**src/rtl/lmr_pkg.sv**
```systemverilog
package lmr_pkg;
   // control word fields (positions decoded by the management software)
   localparam int CTL_PCS_RST   = 15;
   localparam int CTL_LOOPBACK  = 14;
   localparam int CTL_AN_ENABLE = 12;
   localparam int CTL_AN_RESTRT = 9;
   // status word fields
   localparam int STS_EXT_STAT  = 8;
   localparam int STS_PRE_SUPP  = 6;
   localparam int STS_AN_CMPL   = 5;
   localparam int STS_RFAULT    = 4;
   localparam int STS_AN_ABLE   = 3;
   localparam int STS_LINK      = 2;
   localparam int STS_EXT_CAP   = 0;

   typedef struct packed {
      logic loopback;
      logic an_enable;
   } ctl_state_t;
endpackage

```
**src/rtl/lmr_ctrl_reg.sv**
```systemverilog
module lmr_ctrl_reg
   import lmr_pkg::*;
#(
   parameter int REG_W = 16
) (
   input  logic             clk,
   input  logic             rst_n,
   input  logic             wr_hit,
   input  logic [REG_W-1:0] wdata,
   output logic             pcs_rst_pulse_o,
   output logic             an_restart_pulse_o,
   output ctl_state_t       state_o,
   output logic [REG_W-1:0] ctrl_word_o
);
   ctl_state_t state_q;
   logic       rst_p_q, rstrt_p_q;

   always_ff @(posedge clk or negedge rst_n) begin
      if (!rst_n) begin
         state_q   <= '0;
         rst_p_q   <= 1'b0;
         rstrt_p_q <= 1'b0;
      end else begin
         rst_p_q   <= wr_hit & wdata[CTL_PCS_RST];
         rstrt_p_q <= wr_hit & wdata[CTL_AN_RESTRT] & wdata[CTL_AN_ENABLE];
         if (wr_hit) begin
            state_q.loopback  <= wdata[CTL_LOOPBACK];
            state_q.an_enable <= wdata[CTL_AN_ENABLE];
         end
      end
   end

   always_comb begin
      ctrl_word_o                = '0;
      ctrl_word_o[CTL_LOOPBACK]  = state_q.loopback;
      ctrl_word_o[CTL_AN_ENABLE] = state_q.an_enable;
   end

   assign state_o            = state_q;
   assign pcs_rst_pulse_o    = rst_p_q;
   assign an_restart_pulse_o = rstrt_p_q;

   AST_RST_FROM_WRITE: assert property (@(posedge clk) disable iff (!rst_n)
      pcs_rst_pulse_o |-> $past(wr_hit && wdata[CTL_PCS_RST]));
   AST_RESTART_GATED: assert property (@(posedge clk) disable iff (!rst_n)
      an_restart_pulse_o |-> state_o.an_enable);
endmodule

```
**src/rtl/lmr_stat_reg.sv**
```systemverilog
module lmr_stat_reg
   import lmr_pkg::*;
#(
   parameter int REG_W = 16
) (
   input  logic             clk,
   input  logic             rst_n,
   input  logic             rd_clr,
   input  logic             link_ok_i,
   input  logic             rem_fault_i,
   input  logic             an_done_i,
   input  logic             an_enable_i,
   output logic [REG_W-1:0] stat_word_o
);
   localparam logic [REG_W-1:0] CONST_ONES =
      REG_W'((1 << STS_EXT_STAT) | (1 << STS_PRE_SUPP) |
             (1 << STS_AN_ABLE) | (1 << STS_EXT_CAP));

   logic fault_q, link_q;

   always_ff @(posedge clk or negedge rst_n) begin
      if (!rst_n) begin
         fault_q <= 1'b0;
         link_q  <= 1'b0;
      end else if (rd_clr) begin
         fault_q <= rem_fault_i;
         link_q  <= link_ok_i;
      end else begin
         fault_q <= fault_q | rem_fault_i;
         link_q  <= link_q & link_ok_i;
      end
   end

   always_comb begin
      stat_word_o              = CONST_ONES;
      stat_word_o[STS_AN_CMPL] = an_done_i & an_enable_i;
      stat_word_o[STS_RFAULT]  = fault_q;
      stat_word_o[STS_LINK]    = link_q;
   end

   AST_FAULT_STICKY: assert property (@(posedge clk) disable iff (!rst_n)
      $past(rem_fault_i) |-> fault_q);
   AST_LINK_STICKY: assert property (@(posedge clk) disable iff (!rst_n)
      !$past(link_ok_i) |-> !link_q);
endmodule

```
**src/rtl/link_mgmt_regs.sv**
```systemverilog
module link_mgmt_regs
   import lmr_pkg::*;
#(
   parameter int REG_W     = 16,
   parameter int ADDR_W    = 2,
   parameter int CTRL_ADDR = 0,
   parameter int STAT_ADDR = 1
) (
   input  logic              clk,
   input  logic              rst_n,
   input  logic [ADDR_W-1:0] addr,
   input  logic              wr_en,
   input  logic              rd_en,
   input  logic [REG_W-1:0]  wdata,
   output logic [REG_W-1:0]  rdata_o,
   input  logic              link_ok_i,
   input  logic              rem_fault_i,
   input  logic              an_done_i,
   output logic              pcs_rst_pulse_o,
   output logic              loopback_o,
   output logic              an_enable_o,
   output logic              an_restart_pulse_o
);
   localparam logic [ADDR_W-1:0] A_CTRL = ADDR_W'(CTRL_ADDR);
   localparam logic [ADDR_W-1:0] A_STAT = ADDR_W'(STAT_ADDR);

   generate
      if (REG_W != 16) begin : g_bad_width
         $error("link_mgmt_regs: REG_W must be 16");
      end
      if (CTRL_ADDR == STAT_ADDR || CTRL_ADDR >= (1 << ADDR_W) ||
          STAT_ADDR >= (1 << ADDR_W)) begin : g_bad_addr
         $error("link_mgmt_regs: register addresses invalid");
      end
   endgenerate

   logic             ctrl_wr, stat_rd;
   ctl_state_t       cstate;
   logic [REG_W-1:0] ctrl_word, stat_word;

   assign ctrl_wr = wr_en && (addr == A_CTRL);
   assign stat_rd = rd_en && (addr == A_STAT);

   lmr_ctrl_reg #(.REG_W(REG_W)) u_ctrl (
      .clk                (clk),
      .rst_n              (rst_n),
      .wr_hit             (ctrl_wr),
      .wdata              (wdata),
      .pcs_rst_pulse_o    (pcs_rst_pulse_o),
      .an_restart_pulse_o (an_restart_pulse_o),
      .state_o            (cstate),
      .ctrl_word_o        (ctrl_word)
   );

   lmr_stat_reg #(.REG_W(REG_W)) u_stat (
      .clk         (clk),
      .rst_n       (rst_n),
      .rd_clr      (stat_rd),
      .link_ok_i   (link_ok_i),
      .rem_fault_i (rem_fault_i),
      .an_done_i   (an_done_i),
      .an_enable_i (cstate.an_enable),
      .stat_word_o (stat_word)
   );

   always_ff @(posedge clk or negedge rst_n) begin
      if (!rst_n) begin
         rdata_o <= '0;
      end else if (rd_en) begin
         if (addr == A_CTRL)      rdata_o <= ctrl_word;
         else if (addr == A_STAT) rdata_o <= stat_word;
         else                     rdata_o <= '0;
      end
   end

   assign loopback_o  = cstate.loopback;
   assign an_enable_o = cstate.an_enable;

   AST_AN_CMPL_DISABLED: assert property (@(posedge clk) disable iff (!rst_n)
      $past(rd_en && addr == A_STAT && !an_enable_o) |-> !rdata_o[STS_AN_CMPL]);
   AST_CONST_ONES: assert property (@(posedge clk) disable iff (!rst_n)
      $past(rd_en && addr == A_STAT) |-> (rdata_o[STS_EXT_CAP] && rdata_o[STS_AN_ABLE]
         && rdata_o[STS_PRE_SUPP] && rdata_o[STS_EXT_STAT]));
   AST_STAT_WR_IGNORED: assert property (@(posedge clk) disable iff (!rst_n)
      $past(wr_en && addr != A_CTRL) |-> (!pcs_rst_pulse_o && !an_restart_pulse_o));
   AST_RDATA_HOLD: assert property (@(posedge clk) disable iff (!rst_n)
      !$past(rd_en) |-> $stable(rdata_o));
endmodule

```
**config.mk**
```make
export PLATFORM = sky130hd
export DESIGN_NAME = link_mgmt_regs
export DESIGN_NICKNAME = d
export VERILOG_FILES = /design/src/rtl/lmr_pkg.sv /design/src/rtl/lmr_ctrl_reg.sv /design/src/rtl/lmr_stat_reg.sv /design/src/rtl/link_mgmt_regs.sv
export SDC_FILE = /design/constraint.sdc
export NUM_CORES = 1
export LEC_CHECK = 0
export ABC_AREA = 1
export BUFFER_PORTS_ARGS = -buffer_cell sky130_fd_sc_hd__buf_2
export CORE_ASPECT_RATIO = 0.75
export CORE_MARGIN = 1.5
export CORE_UTILIZATION = 35
export DETAILED_ROUTE_END_ITERATION = 10
export PLACE_DENSITY = 0.63
export REMOVE_ABC_BUFFERS = 1
export SYNTH_ARGS = -nofsm -noshare
export SYNTH_HDL_FRONTEND = slang
export SYNTH_HIERARCHICAL = 1
export SYNTH_SLANG_ARGS = --single-unit
```
**constraint.sdc**
```tcl
create_clock -name clk -period 0.8 [get_ports clk]
set_clock_uncertainty 0.05 [all_clocks]
set_input_delay 0.12 -clock clk [delete_from_list [all_inputs] [get_ports clk]]
set_output_delay 0.12 -clock clk [all_outputs]
set_load 0.02 [all_outputs]
```
==> results of run 1 <==
[final cells by class]
| class | instances | share of cell area [%] |
|---|---|---|
| multi-input cells | 124 | 31.0 |
| repair buffers | 64 | 29.2 |
| flip-flops and latches | 22 | 28.7 |
| inverters | 25 | 4.89 |
| well taps | 52 | 3.39 |
| clock buffers | 4 | 2.87 |
[routing by layer]
metal	up-vias	global-route usage [%]	share of wire (%)
li1	623	-	-
met1	517	20.7	49
met2	22	20.4	47
met3	2	4.24	3.7
met4	0	2.30	0.34
met5	-	0	0
[worst paths after layout]
| check | start | slack [ns] | to | cells after the start |
|---|---|---|---|---|
| max | rdata_o[7] | -0.18 | rdata_o[7] | 1 |
| min | wdata[9] | 0.008 | u_ctrl/an_restart_pulse_o | 3 |
| max reg2reg | u_ctrl/ctrl_word_o[12] | -0.12 | rdata_o[5] | 5 |
| min reg2reg | u_stat/fault_q | 0.44 | u_stat/fault_q | 2 |
| max in group asynchronous | rst_n | 0.13 | u_ctrl/ctrl_word_o[12] | 3 |
| min in group asynchronous | rst_n | 0.22 | rdata_o[7] | 2 |
[registers in the layout, summed over array words and instances, names as in the netlist]
| name | cells |
|---|---|
| u_stat/fault_q | 1 |
| u_ctrl/pcs_rst_pulse_o | 1 |
| u_ctrl/ctrl_word_o | 2 |
| rdata_o | 16 |
| u_stat/link_q | 1 |
| u_ctrl/an_restart_pulse_o | 1 |
[placed cells by master (no fill, tap or decap)]
cell type,count
inv_1,22
nand2_2,8
nand3_2,6
buf_12,1
buf_6,24
clkbuf_8,4
nand4_1,16
inv_2,3
buf_4,22
dlygate4sd3_1,4
nor2_4,1
nand2_4,1
buf_2,13
nand3_1,10
nand2_1,50
dfrtp_1,22
nor2_1,4
nor3b_1,1
conb_1,27
[logic make-up after synthesis]
| logic type | count (synthesis) | share of synthesized area [%] |
|---|---|---|
| other | 3 | 0.812 |
| flip-flops | 22 | 39.7 |
| AND/OR/NAND/NOR | 97 | 31.4 |
| buffers and inverters | 65 | 28.1 |
[repair_timing]
item,4_1_cts,5_1_grt
hold buffers,3,1
endpoints found under the hold margin,24,1
pin swaps,9,3
gates cloned,0,0
setup buffers,10,3
resized for setup,38,22
endpoints found under the setup margin,21,31
[power groups by stage]
stage               registers, µW  logic (µW)  clock network [µW]
floorplan                    1400         179                   0
global placement             1280         587                   0
detailed placement           1290         588                   0
CTS                          1270         785                 828
global route                 1290         944                 865
finish                       1280         856                 801
[through the flow]
stage / total power, µW / cells / util (%)
floorplan: 1580 / 171 / -
global placement: 1870 / 272 / 41.4
detailed placement: 1880 / 272 / 41.4
CTS: 2890 / 289 / 48.9
global route: 3100 / 291 / 51.4
finish: 2940 / 291 / 51.4
==> impl_results.md, run 1 <==
- Outcome: finished with violations
- Failing checks: setup timing
- P_leak: between 0.001 and 0.0015 µW
- #FFs+latches synth: 22
- GRT Overall Usage: between 10 and 15%
- Fmax: ~1000 MHz
- Initial DRC count: 55
- Worst Setup Path Type: register to primary output
- Synth Cell Area: approximately 1400 µm²
- CP Launch Type: register
- Root Buffer: clkbuf_8
- Post-synth top area cell: dfrtp_1
- Synth unique cells: 13
- Final Setup Violations: 24
- Sum Neg Setup Slack: -3.55 ns
- Largest cells by area after synthesis: dfrtp_1 (40%), buf_4 (18%), nand2_1 (16%), nand4_1 (7.2%), inv_1 (6.2%)
- RSZ-0062 raised after global routing: true
- First-pass GRT wire length: around 4700 µm
- Crit path capture type: primary output
- WL final: around 3000 µm
- Initial Util: approximately 37%
- Final antenna diode count: 0
- Final-layout fill cell count: about 360
- Initial antenna violation count: 0
- Pint: around 2100 µW
- Yosys warnings: 6
- Clock Power Share: between 20% and 30%
- Max-slew violation count: 0
- Clock Path Buffers: 2
- # nets final: between 200 and 300
- H-Tree Depth: 1
- Row cnt: 19
- Pwr per Cell Area: about 1500 nW/µm²
- Worst path bufs/invs: 1
- Post-synth top area share: about 40%
- Peak VDD IR: a little under 0.001 V
- Hold/Removal Path Class: primary input to register
- Fin worst setup slack: -0.180 ns
- Mapped Avg Cell Area: 7.41 µm²
- Vias per cell: around 4
- DP Worst Slack: -0.118 ns
- Final hold violations: 0
- CP max FO: 2
- Ys async rst share: between 90% and 100%
- Final Cell Area: between 1500 and 2000 µm²
- Gate power share: 29.1%
- Clk sinks: 22
- Register area share after synthesis: between 30% and 40%
- I/O pin count: 45
- Grt ovf: 0
- Clk Latency, worst-skew pair: 0.26 ns
- TritonCTS clock tree: done
- Critical-path cell list: buf_6
- WP data arrival: 0.81 ns
- Routed vias: between 1000 and 1500
- EDFF count, synth: 0
- Die ar.: between 4000 and 5000 µm²
- Post-route ant nets: 0
- I/O Buffers: 32
- Total CTS buffers: 3
- FF/Latch Area: between 500 and 600 µm²
- Synth Flop Type: dfrtp_1
- Area delta synth->final: 38.4%
- Layout cell share with drive strength beyond 1: roughly a third
- Critical Path RT: ~0.63 ns
- Final GP Congestion: 0.787
- Post-DP Area: 1550 µm²
- Clock Pin Slew Worst Setup and Hold Paths: about 0.08 ns
- Post-synth top cells: nand2_1 (59), buf_4 (33), inv_1 (23)
- Sw power: around 860 µW
- Pre-antenna DRT Iters: 4
- Max_cap viols: 0
- Residual DRC: 0
- Slowest stage delay, CP: 0.41 ns
- Delay-heaviest family, CP: flip-flops
- WHS: between 0.008 and 0.009 ns
- Core box area: 3730 µm²
- Tmin final: between 0.9 and 1 ns
- Area of the multi-input gates: slightly below 600 µm²
- Synth Instances: 187
- Largest net degree at the start of global routing: 15
- Final period utilization: 122%
- Routed WL per cell: about 10 µm
- Reg power frac: 43.6%
- CP max stage cell: dfrtp_1
- Cell with the most instances after synthesis: nand2_1
- Vias in the first global route: roughly 1000
- DP HPWL: approximately 2000 µm
- Sw frac: a little under 30%
- Die H: roughly 58 µm
- Die W: roughly 76 µm
Note: power is estimated with default switching activity, not from simulation.
==> inputs of run 2 (changes only) <==
--- a/config.mk
+++ b/config.mk
@@ -7,11 +7,14 @@
 export LEC_CHECK = 0
 export ABC_AREA = 1
 export BUFFER_PORTS_ARGS = -buffer_cell sky130_fd_sc_hd__buf_2
+export CELL_PAD_IN_SITES_DETAIL_PLACEMENT = 2
+export CELL_PAD_IN_SITES_GLOBAL_PLACEMENT = 2
 export CORE_ASPECT_RATIO = 0.75
 export CORE_MARGIN = 1.5
-export CORE_UTILIZATION = 35
+export CORE_UTILIZATION = 25
 export DETAILED_ROUTE_END_ITERATION = 10
-export PLACE_DENSITY = 0.63
+export GPL_TIMING_DRIVEN = 1
+export PLACE_DENSITY = 0.78
 export REMOVE_ABC_BUFFERS = 1
 export SYNTH_ARGS = -nofsm -noshare
 export SYNTH_HDL_FRONTEND = slang
==> constraint.sdc (replaced) <==
create_clock -name clk -period 0.8 [get_ports clk]
set_clock_uncertainty 0.05 [all_clocks]
set_input_delay 0.04 -clock clk [delete_from_list [all_inputs] [get_ports clk]]
set_output_delay 0.04 -clock clk [all_outputs]
set_load 0.02 [all_outputs]
==> run 2 against run 1 <==
  * The flow still finishes with violations (setup timing)
  * Final area grew 5.7%
  * Critical path depth rose by 1
  * Register-to-register slack got worse by 0.06 ns
  * Sequential share of layout area fell by 1.6 points
  * First-iteration DRC count decreased by 55%
  * Hold slack improved by 0.064 ns
  * Die area increased by 38%
  * Clock power is 8.9% higher
  * Via count up 10%
  * Global-route usage increased by 1.6 points
  * Total power rose by 7.2%
  * Routed wire length increased by 55%
  * Critical path type unchanged
  * Critical endpoint is now an_enable_o
==> impl_results.md, run 2 (synthesis results as in run 1) <==
- Core box area: between 5000 and 6000 µm²
- H-Tree Depth: 1
- Final hold violations: 0
- Row cnt: 23
- Initial DRC count: 25
- RSZ-0062 raised after global routing: true
- Max FFs per register: 16
- Final GP Congestion: between 0.6 and 0.7
- Routed vias: about 1300
- First-pass GRT wire length: slightly below 7000 µm
- Tmin final: between 1 and 1.5 ns
- Largest net degree at the start of global routing: 23
- Clock Pin Slew Worst Setup and Hold Paths: 0.09 ns
- WP data arrival: 0.95 ns
- # nets final: between 200 and 300
- Area delta synth->final: 46.4%
- I/O pin count: between 40 and 50
- Final-layout fill cell count: around 650
- Fin worst setup slack: -0.236 ns
- Fin util: 37.9%
- Root Buffer: clkbuf_8
- Worst Setup Path Type: register to primary output
- Clk Latency, worst-skew pair: ~0.27 ns
- Failing checks: setup timing
- GRT Overall Usage: approximately 16%
- Grt ovf: 0
- P_leak: ~0.0012 µW
- TritonCTS clock tree: done
- RR Startpoint: u_ctrl/ctrl_word_o[12]
- Die W: between 80 and 90 µm
- Layout cell share with drive strength beyond 1: a little under two fifths
- Residual DRC: 0
- Placed cell count: a little under 300
- WHS: between 0.07 and 0.08 ns
- Final cell count without fillers: 317
- Pre-antenna DRT Iters: 3
- Post-route ant nets: 0
- Hold Crit Start: addr[1]
- CP Launch Point: u_ctrl/ctrl_word_o[12]
- I/O Buffers: 32
- Pwr per Cell Area: 1550 nW/µm²
- Most frequent cells in the layout: nand2_1 (45), buf_6 (27), conb_1 (27)
- Clock Path Buffers: 2
- WL final: ~4500 µm
- Final antenna diode count: 0
- Routed WL per cell: about 14 µm
- CP Launch Type: register
- Outcome: finished with violations
- Hold/Removal Path Class: primary input to register
- Vias per cell: 4.05
- Critical Path RT: 0.71 ns
- Max-slew violation count: 0
- Crit path capture type: primary output
- Final Setup Violations: 26
- Vias in the first global route: 1368
- Total power: 3150 µW
- Die ar.: between 6000 and 7000 µm²
- Initial antenna violation count: 0
- Die H: roughly 67 µm
- Total CTS buffers: 3
- Commonest non-fill, non-tap cell in the layout: nand2_1
- Fmax: between 900 and 1000 MHz
- Final period utilization: 129%
- CP max FO: 2
- Clk sinks: 22
- Peak VDD IR: 0.000499 V
- Initial Util: 25.9%
- Largest register by flop count: rdata_o
- Max_cap viols: 0
- DP HPWL: around 2700 µm
run 2: cell types whose count changed in the layout (fill, tap and decap cells not counted), sizes merged:
| cell | delta |
|---|---|
| dlygate4sd3 | +3 |
run 2: final timing paths:
check / cells past startpoint / slack [ns] / end
max in group asynchronous: 3 / 0.38 / u_ctrl/an_restart_pulse_o
min: 4 / 0.07 / rdata_o[14]
max reg2reg: 5 / -0.18 / rdata_o[12]
min in group asynchronous: 3 / 0.18 / rdata_o[0]
max: 2 / -0.24 / an_enable_o
min reg2reg: 2 / 0.45 / u_stat/fault_q
run 2: timing repair:
action                                 CTS  global route
setup buffers                           11             1
setup endpoints to repair               25            31
endpoints found under the hold margin   28             0
pin swaps                                6             5
gates resized for setup                 46            28
hold buffers                             7             0
run 2: cell type report:
| cell class | count | area (µm²) | area share [%] |
|---|---|---|---|
| multi-input combinational | 124 | 632 | 31.1 |
| timing repair buffer | 67 | 604 | 29.8 |
| sequential | 22 | 551 | 27.1 |
| inverter | 25 | 93.8 | 4.62 |
| tap | 75 | 93.8 | 4.62 |
| clock buffer | 4 | 55.1 | 2.71 |
run 2: where the power goes:
group | switching (µW) | internal (µW) | total, µW
clock | 431 | 441 | 872
combinational | 500 | 487 | 986
sequential | 82.6 | 1210 | 1290
run 2: per-stage QoR:
stage               instance area, µm²  setup WS [ns]  TNS (ns)
floorplan                         1180        -0.0690    -0.145
detailed placement                1570         -0.105    -0.609
global route                      2030         -0.258     -3.88
finish                            2030         -0.236     -2.99
global placement                  1570        -0.0645    -0.258
CTS                               1920         -0.205     -2.83
run 2: critical path, stage by stage (launching register included):
cell	delay [ns]
dfrtp_1	0.41
buf_6	0.14
buf_6	0.12
run 2: per-layer routing:
layer  global-route usage [%]  part of all wire, %  up-vias
met3                     1.83                  1.8        7
li1                         -                    -      626
met2                     28.3                   54       17
met1                     19.0                   42      634
met5                        0                    0        -
met4                     6.15                  1.9        0
